**src/rtl/adcr_pkg.sv**
```systemverilog
package adcr_pkg;

  // Frame shape seen on the serial line
  localparam int FRAME_BITS = 16;
  localparam int LEAD_BITS  = 4;
  localparam int WORD_W     = FRAME_BITS - LEAD_BITS;
  localparam int BIT_CNT_W  = $clog2(FRAME_BITS + 1);

  // Converter timing limits (ns, MHz)
  localparam int SCLK_MAX_MHZ    = 18;
  localparam int DATA_VALID_NS   = 40;
  localparam int CS_SETUP_MIN_NS = 10;
  localparam int CS_HIGH_MIN_NS  = 10;
  localparam int QUIET_MIN_NS    = 60;

  typedef enum logic [2:0] {
    ST_IDLE  = 3'd0,
    ST_SETUP = 3'd1,
    ST_LOW   = 3'd2,
    ST_HIGH  = 3'd3,
    ST_QUIET = 3'd4
  } seq_state_e;

endpackage

```
**src/rtl/adcr_rst_sync.sv**
```systemverilog
module adcr_rst_sync (
  input  logic clk,
  input  logic rst_n,
  output logic rst_n_sync
);

  logic meta_q;

  always_ff @(posedge clk or negedge rst_n) begin
    if (!rst_n) begin
      meta_q     <= 1'b0;
      rst_n_sync <= 1'b0;
    end else begin
      meta_q     <= 1'b1;
      rst_n_sync <= meta_q;
    end
  end

endmodule

```
**src/rtl/adcr_sequencer.sv**
```systemverilog
module adcr_sequencer
  import adcr_pkg::*;
#(
  parameter int SCLK_HALF = 5,
  parameter int SETUP_CYC = 2,
  parameter int QUIET_CYC = 8
) (
  input  logic clk,
  input  logic rst_n,
  input  logic continuous,
  input  logic start,
  output logic cs_n_o,
  output logic sclk_o,
  output logic sample_tick,
  output logic frame_done
);

  localparam int MAX_A   = (SCLK_HALF > SETUP_CYC) ? SCLK_HALF : SETUP_CYC;
  localparam int MAX_CNT = (MAX_A > QUIET_CYC) ? MAX_A : QUIET_CYC;
  localparam int CNT_W   = $clog2(MAX_CNT + 1);
  localparam logic [CNT_W-1:0] HALF_LD  = CNT_W'(SCLK_HALF - 1);
  localparam logic [CNT_W-1:0] SETUP_LD = CNT_W'(SETUP_CYC - 1);
  localparam logic [CNT_W-1:0] QUIET_LD = CNT_W'(QUIET_CYC - 1);
  localparam logic [BIT_CNT_W-1:0] LAST_BIT = BIT_CNT_W'(FRAME_BITS);

  seq_state_e             state_q, state_d;
  logic [CNT_W-1:0]       cnt_q, cnt_d;
  logic [BIT_CNT_W-1:0]   bit_q, bit_d;
  logic                   cnt_done;
  logic                   last_bit;

  assign cnt_done = (cnt_q == '0);
  assign last_bit = (bit_q == LAST_BIT);

  // Next-state: one shared down-counter times every phase
  always_comb begin
    state_d     = state_q;
    cnt_d       = cnt_q;
    bit_d       = bit_q;
    sample_tick = 1'b0;
    frame_done  = 1'b0;
    case (state_q)
      ST_IDLE: begin
        if (continuous || start) begin
          state_d = ST_SETUP;
          cnt_d   = SETUP_LD;
          bit_d   = '0;
        end
      end
      ST_SETUP: begin
        if (cnt_done) begin
          state_d = ST_LOW;
          cnt_d   = HALF_LD;
        end else begin
          cnt_d = cnt_q - 1'b1;
        end
      end
      ST_LOW: begin
        if (cnt_done) begin
          state_d     = ST_HIGH;
          cnt_d       = HALF_LD;
          bit_d       = bit_q + 1'b1;
          sample_tick = 1'b1;
        end else begin
          cnt_d = cnt_q - 1'b1;
        end
      end
      ST_HIGH: begin
        if (cnt_done) begin
          if (last_bit) begin
            state_d    = ST_QUIET;
            cnt_d      = QUIET_LD;
            frame_done = 1'b1;
          end else begin
            state_d = ST_LOW;
            cnt_d   = HALF_LD;
          end
        end else begin
          cnt_d = cnt_q - 1'b1;
        end
      end
      ST_QUIET: begin
        if (cnt_done) begin
          if (continuous) begin
            state_d = ST_SETUP;
            cnt_d   = SETUP_LD;
            bit_d   = '0;
          end else begin
            state_d = ST_IDLE;
          end
        end else begin
          cnt_d = cnt_q - 1'b1;
        end
      end
      default: begin
        state_d = ST_IDLE;
        cnt_d   = '0;
        bit_d   = '0;
      end
    endcase
  end

  always_ff @(posedge clk or negedge rst_n) begin
    if (!rst_n) begin
      state_q <= ST_IDLE;
      cnt_q   <= '0;
      bit_q   <= '0;
    end else begin
      state_q <= state_d;
      cnt_q   <= cnt_d;
      bit_q   <= bit_d;
    end
  end

  assign cs_n_o = (state_q == ST_IDLE) || (state_q == ST_QUIET);
  assign sclk_o = (state_q != ST_LOW);

  // Level run-length counters observed by the timing assertions
  logic [CNT_W:0] lo_run, hi_run;

  always_ff @(posedge clk or negedge rst_n) begin
    if (!rst_n) begin
      lo_run <= '0;
      hi_run <= '0;
    end else begin
      lo_run <= (!sclk_o) ? lo_run + 1'b1 : '0;
      hi_run <= (!cs_n_o && sclk_o) ? hi_run + 1'b1 : '0;
    end
  end

  AST_LOW_HALF: assert property (@(posedge clk) disable iff (!rst_n)
    $rose(sclk_o) |-> lo_run == (CNT_W+1)'(SCLK_HALF));
  AST_HIGH_HALF: assert property (@(posedge clk) disable iff (!rst_n)
    ($fell(sclk_o) && bit_q != '0) |-> hi_run == (CNT_W+1)'(SCLK_HALF));
  AST_SETUP_GAP: assert property (@(posedge clk) disable iff (!rst_n)
    ($fell(sclk_o) && bit_q == '0) |-> hi_run == (CNT_W+1)'(SETUP_CYC));
  AST_FALL_IN_FRAME: assert property (@(posedge clk) disable iff (!rst_n)
    $fell(sclk_o) |-> !cs_n_o);
  AST_BITS_AT_END: assert property (@(posedge clk) disable iff (!rst_n)
    $rose(cs_n_o) |-> bit_q == LAST_BIT);

endmodule

```
**src/rtl/adcr_deframer.sv**
```systemverilog
module adcr_deframer
  import adcr_pkg::*;
#(
  parameter int RES_BITS = 12
) (
  input  logic              clk,
  input  logic              rst_n,
  input  logic              sdata,
  input  logic              sample_tick,
  input  logic              frame_done,
  output logic [WORD_W-1:0] result_data,
  output logic              result_valid,
  output logic              framing_error
);

  localparam int PAD_W = WORD_W - RES_BITS;

  logic [FRAME_BITS-1:0] shift_q, shift_d;
  logic [WORD_W-1:0]     payload;
  logic [WORD_W-1:0]     res_ext;
  logic                  lead_bad;
  logic [WORD_W-1:0]     data_d;
  logic                  ferr_d;

  assign shift_d  = {shift_q[FRAME_BITS-2:0], sdata};
  assign payload  = shift_q[WORD_W-1:0];
  assign lead_bad = |shift_q[FRAME_BITS-1 -: LEAD_BITS];

  // Resolution variant: full-width word, or right-justify and drop pad bits
  if (PAD_W == 0) begin : g_full
    assign res_ext = payload;
  end else begin : g_padded
    assign res_ext = {{PAD_W{1'b0}}, payload[WORD_W-1:PAD_W]};
  end

  always_comb begin
    data_d = result_data;
    ferr_d = framing_error;
    if (frame_done) begin
      data_d = res_ext;
      ferr_d = lead_bad;
    end
  end

  always_ff @(posedge clk or negedge rst_n) begin
    if (!rst_n) begin
      shift_q <= '0;
    end else if (sample_tick) begin
      shift_q <= shift_d;
    end
  end

  always_ff @(posedge clk or negedge rst_n) begin
    if (!rst_n) begin
      result_data   <= '0;
      framing_error <= 1'b0;
      result_valid  <= 1'b0;
    end else begin
      result_data   <= data_d;
      framing_error <= ferr_d;
      result_valid  <= frame_done;
    end
  end

  AST_VALID_PULSE: assert property (@(posedge clk) disable iff (!rst_n)
    result_valid |=> !result_valid);
  AST_DATA_HOLD: assert property (@(posedge clk) disable iff (!rst_n)
    !result_valid |-> ($stable(result_data) && $stable(framing_error)));
  AST_FERR_WITH_RESULT: assert property (@(posedge clk) disable iff (!rst_n)
    $rose(framing_error) |-> result_valid);

  if (PAD_W > 0) begin : g_pad_chk
    AST_PAD_ZERO: assert property (@(posedge clk) disable iff (!rst_n)
      result_data[WORD_W-1:RES_BITS] == '0);
  end

endmodule

```
**src/rtl/adc_frame_reader.sv**
```systemverilog
module adc_frame_reader
  import adcr_pkg::*;
#(
  parameter int RES_BITS   = 12,
  parameter int SYS_CLK_NS = 8,
  parameter int SCLK_HALF  = 5,
  parameter int SETUP_CYC  = 2,
  parameter int QUIET_CYC  = 8
) (
  input  logic              clk,
  input  logic              rst_n,
  input  logic              continuous,
  input  logic              start,
  input  logic              adc_sdata,
  output logic              adc_cs_n,
  output logic              adc_sclk,
  output logic [WORD_W-1:0] result_data,
  output logic              result_valid,
  output logic              framing_error
);

  localparam int HALF_NS   = SCLK_HALF * SYS_CLK_NS;
  localparam int PERIOD_NS = 2 * HALF_NS;
  localparam int SETUP_NS  = SETUP_CYC * SYS_CLK_NS;
  localparam int QUIET_NS  = QUIET_CYC * SYS_CLK_NS;

  // Elaboration guards on the converter's timing limits
  if (RES_BITS != 12 && RES_BITS != 10) begin : g_bad_res
    $error("adc_frame_reader: RES_BITS must be 10 or 12");
  end
  if (PERIOD_NS * SCLK_MAX_MHZ < 1000) begin : g_bad_rate
    $error("adc_frame_reader: serial clock faster than allowed");
  end
  if (SCLK_HALF < 1 || HALF_NS < DATA_VALID_NS) begin : g_bad_half
    $error("adc_frame_reader: serial half-period shorter than data-valid delay");
  end
  if (SETUP_CYC < 1 || SETUP_NS < CS_SETUP_MIN_NS) begin : g_bad_setup
    $error("adc_frame_reader: select setup too short");
  end
  if (QUIET_CYC < 1 || QUIET_NS < QUIET_MIN_NS || QUIET_NS < CS_HIGH_MIN_NS) begin : g_bad_quiet
    $error("adc_frame_reader: idle gap too short");
  end

  logic rst_n_int;
  logic sample_tick;
  logic frame_done;

  adcr_rst_sync u_rst_sync (
    .clk        (clk),
    .rst_n      (rst_n),
    .rst_n_sync (rst_n_int)
  );

  adcr_sequencer #(
    .SCLK_HALF (SCLK_HALF),
    .SETUP_CYC (SETUP_CYC),
    .QUIET_CYC (QUIET_CYC)
  ) u_seq (
    .clk         (clk),
    .rst_n       (rst_n_int),
    .continuous  (continuous),
    .start       (start),
    .cs_n_o      (adc_cs_n),
    .sclk_o      (adc_sclk),
    .sample_tick (sample_tick),
    .frame_done  (frame_done)
  );

  adcr_deframer #(
    .RES_BITS (RES_BITS)
  ) u_deframe (
    .clk           (clk),
    .rst_n         (rst_n_int),
    .sdata         (adc_sdata),
    .sample_tick   (sample_tick),
    .frame_done    (frame_done),
    .result_data   (result_data),
    .result_valid  (result_valid),
    .framing_error (framing_error)
  );

  AST_VALID_AT_CS_RISE: assert property (@(posedge clk) disable iff (!rst_n_int)
    result_valid |-> (adc_cs_n && $past(!adc_cs_n)));

endmodule

```
**config.mk**
```make
export PLATFORM = sky130hd
export DESIGN_NAME = adc_frame_reader
export DESIGN_NICKNAME = d
export VERILOG_FILES = /design/src/rtl/adcr_pkg.sv /design/src/rtl/adcr_rst_sync.sv /design/src/rtl/adcr_sequencer.sv /design/src/rtl/adcr_deframer.sv /design/src/rtl/adc_frame_reader.sv
export SDC_FILE = /design/constraint.sdc
export NUM_CORES = 1
export LEC_CHECK = 0
export ABC_AREA = 1
export ABC_CLOCK_PERIOD_IN_PS = 1600
export BUFFER_PORTS_ARGS = -buffer_cell sky130_fd_sc_hd__buf_2
export CORE_UTILIZATION = 55
export CTS_CLUSTER_SIZE = 28
export DETAILED_ROUTE_END_ITERATION = 7
export GPL_TIMING_DRIVEN = 0
export PLACE_DENSITY = 0.75
export SLEW_MARGIN = 20
export SYNTH_ARGS = -nofsm -noshare
export SYNTH_HDL_FRONTEND = slang
export SYNTH_SLANG_ARGS = --single-unit
```
**constraint.sdc**
```tcl
create_clock -name clk -period 1.6 [get_ports clk]
set_clock_uncertainty 0.05 [all_clocks]
set_input_delay 0.16 -clock clk [delete_from_list [all_inputs] [get_ports clk]]
set_output_delay 0.16 -clock clk [all_outputs]
set_load 0.02 [all_outputs]
```
==> flow_metrics.env <==
export IMPL_floorplan_die_height_um=63.8
export IMPL_post_synth_cell_area_avg_um2=8.86
export IMPL_timing_final_hold_violations=0
export IMPL_worst_slack_ns=0.0572
export IMPL_cts_root_buffer_cell="clkbuf_8"
export IMPL_ys_types=28
export IMPL_avgRoutedWirePerCell_um=12.6
export IMPL_yosysSeqAreaShare=0.524
export IMPL_vdd_drop_max_mv=0.666
export IMPL_core_rowCount=22
export IMPL_stdcell_count=326
export IMPL_fp_dieW_um=63.8
export IMPL_timing_final_max_slew_violations=0
export IMPL_detail_route_wirelength_um=4110
export IMPL_first_global_vias=1546
export IMPL_clock_net_sink_count=44
export IMPL_synthesized_area_fraction_occupied_by_ao_oa_aoi_and_oai_cells=0.124
export IMPL_count_of_maximum_capacitance_violations=0
export IMPL_pin_count_of_the_biggest_net_entering_global_routing=27
export IMPL_power_density_cell_area_mw_per_mm2=785
export IMPL_yosys_top_cells_area="dfrtp_1 52%, nand2_1 13%, o21ai_2 5.8%, inv_1 5.2%, o21ai_0 4.8%"
export IMPL_cp_max_fo=8
export IMPL_path_class="reg -> reg"
export IMPL_synth_ff_latch_count=44
export IMPL_drt_pre_antenna_iters=8
export IMPL_tritoncts="built"
export IMPL_final_setup_viol_count=0
export IMPL_vias=1657
export IMPL_design_final_nets=286
export IMPL_synth_net_count=246
export IMPL_multi_input_comb_area_um2=841
export IMPL_h_tree_depth=2
export IMPL_final_hold_worst_slack_ns=0.0751
export IMPL_post_route_min_period_ns=1.54
export IMPL_synth_fa_ha_area_frac=0.0238
export IMPL_cts_path_max_buffers=2
export IMPL_finalCoreUtilization=0.697
export IMPL_rsz0062_at_grt="true"
export IMPL_p_leak_nw=1.34
export IMPL_grt_usage=0.221
export IMPL_fin_area_mm2=0.00255
export IMPL_num_fill_cells=289
export IMPL_antenna_found_initial=0
export IMPL_weighted_congestion_at_the_end_of_routability_driven_global_placement=0.798
export IMPL_dr_max_layer_used="met4"
export IMPL_post_dp_hpwl_um=2710
export IMPL_synth_largest_type_area_fraction=0.524
export IMPL_worstPathArrival_ns=1.67
export IMPL_mappedNetlistArea_mm2=0.00210
export IMPL_cts_clk_slew_worst_paths_ns=0.08
export IMPL_startpoint_type="flip-flop"
export IMPL_core_area_mm2=0.00366
export IMPL_wl_met1_um=1840
export IMPL_outcome="finished, violations left"
export IMPL_grt_overflow_total=0
export IMPL_clk_latency_ns=0.29
export IMPL_muxShareOfSynthArea=0
export IMPL_drtAntennaViolNets=0
export IMPL_post_dp_cell_area_mm2=0.00228
export IMPL_yosys_area_share_simple=0.231
export IMPL_synth_top_family_by_area="simple AND/OR/NAND/NOR gates"
export IMPL_drt_iter0_drc=105
export IMPL_end_kind="flip-flop"
export IMPL_routed_via_density=5.08
export IMPL_remaining_drc_errors=2
export IMPL_hold_path_class="in -> reg"
export IMPL_die_area_mm2=0.00407
export IMPL_drive_above_1_share=0.281
export IMPL_placement_setup_worst_slack_ns=-0.172
export IMPL_place_port_buffers=20
export IMPL_area_growth_from_synthesis_to_final_layout_pct=21.5
export IMPL_yosysTopAreaCell="dfrtp_1"
export IMPL_critPathRequiredTime_ns=1.73
export IMPL_fin_crit_sh=0.964
export IMPL_clock_fmax_mhz=648
export IMPL_grt_first_pass_wirelength_um=6750
export IMPL_antenna_diode_count=0
export IMPL_violated_checks="DRC"
export IMPL_synthCells=237
export IMPL_io_pins=21
export IMPL_post_synth_xor_area_fraction=0.00834
export IMPL_area_sequential_mm2=0.00110
export IMPL_met3_length_um=144
export IMPL_start_util=0.573
export IMPL_numCtsBuffers=5
export IMPL_route_met2_wl_um=2090
export IMPL_synthesis_yosys_warnings=0
export IMPL_dpl_cell_count=306
## Yosys cell counts
cell       n
conb_1     1
buf_6      5
o21ai_1    2
xor2_1     1
dfrtp_1   44
a21oi_1    1
nand3_2    1
o21ai_2   14
o21ai_0   20
nand3_1   13
o22ai_1    1
o21bai_1   1
nand3_4    1
nor2_2     1
ha_1       4
a21oi_2    1
nor2_1    12
nor4_1     1
xnor2_1    1
nand2_1   70
inv_1     29
nand2_4    2
and3_2     1
nand2_2    1
nand4_1    4
nor2_4     1
inv_2      3
buf_2      1
## sequential cells by signal (all words and copies together), names as in the netlist
name	flops
u_deframe.shift_q	16
u_deframe.result_data	12
u_seq.bit_q	5
u_seq.cnt_q	4
u_seq.state_q	3
u_deframe.framing_error	1
u_deframe.result_valid	1
u_rst_sync.meta_q	1
u_rst_sync.rst_n_sync	1
## critical path, stage by stage (launching register included)
cell and delay, ns:
dfrtp_1 0.44, inv_2 0.08, ha_1 0.13, nand2_1 0.05, inv_1 0.07, and3_4 0.20, nand2_4 0.11, buf_6 0.16
nand2_1 0.08, o21ai_2 0.06
## what timing repair did
action / in CTS / in global routing
setup endpoints to repair: 34 / 22
pin swaps: 2 / 4
resized for setup: 4 / 12
hold endpoints to repair: 2 / 0
buffers inserted: 4 / 6
cloned: 0 / 1
hold buffers: 1 / 0
## where the power goes
part,total [mW],internal (mW),switching (mW),leakage [nW]
combinational,0.0367,0.0132,0.0234,0.709
sequential,1.13,1.12,0.0119,0.579
clock,0.836,0.462,0.374,0.0541
total,2.00,1.59,0.410,1.34
## path summary, 6_finish.rpt
check | startpoint | to | slack, ns | cells after the start
worst max-delay path | u_seq.bit_q[0]$_DFFE_PN0P_ | u_deframe.result_data[10]$_DFFE_PN0P_ | 0.06 | 9
worst min-delay path | adc_sdata | u_deframe.shift_q[0]$_DFFE_PN0P_ | 0.08 | 3
worst max register to register | u_seq.bit_q[0]$_DFFE_PN0P_ | u_deframe.result_data[10]$_DFFE_PN0P_ | 0.06 | 9
worst min register to register | u_rst_sync.rst_n_sync$_DFF_PN0_ | u_deframe.shift_q[3]$_DFFE_PN0P_ | 0.15 | 0
max in group asynchronous | u_rst_sync.rst_n_sync$_DFF_PN0_ | u_seq.state_q[2]$_DFFE_PN0P_ | 0.88 | 1
min in group asynchronous | rst_n | u_rst_sync.meta_q$_DFF_PN0_ | 0.13 | 2
## cell usage in the layout, fill, tap and decap left out, types with 2 or more instances in the layout
master    synthesis  routed
buf_4             0       9
o21ai_0          20      18
dfrtp_1          44      42
nor2_1           12      12
clkbuf_8          0       5
nand3_4           1       2
nand3_1          13      13
o21ai_2          14      14
ha_1              4       3
dfrtp_2           0       2
buf_12            0       3
nand4_1           4       4
inv_2             3       5
nand2_4           2       2
buf_2             1      21
inv_1            29      26
nand2_1          70      70
buf_6             5       4
o21ai_1           2       4
## layout make-up
type                    count  share of cell area
flip-flops and latches     44               0.433
multi-input cells         155               0.330
repair buffers             33              0.0917
inverters                  32              0.0481
plain buffers               6              0.0309
clock buffers               5              0.0270
well taps                  48              0.0235
clock inverters             3              0.0167
## metrics by stage
step / total power [mW] / TNS [ns]
after floorplan: 1.17 / 0
after global placement: 1.18 / -10.96
after detailed placement: 1.19 / -2.37
after CTS: 2.03 / 0
after global routing: 2.08 / -0.121
final: 2.00 / 0
## layer usage
metal  vias up  global-route usage
li1        826                   -
met1       780               0.273
met2        43               0.386
met3         8              0.0429
met4         0              0.0767
met5         -                   0
## cell families after synthesis
group,count (synthesis)
compound gates,40
xor+xnor,2
fa+ha+maj,4
buf+inv,38
flops,44
other cells,1
simple gates,108
(Power assumes the default switching activity.)
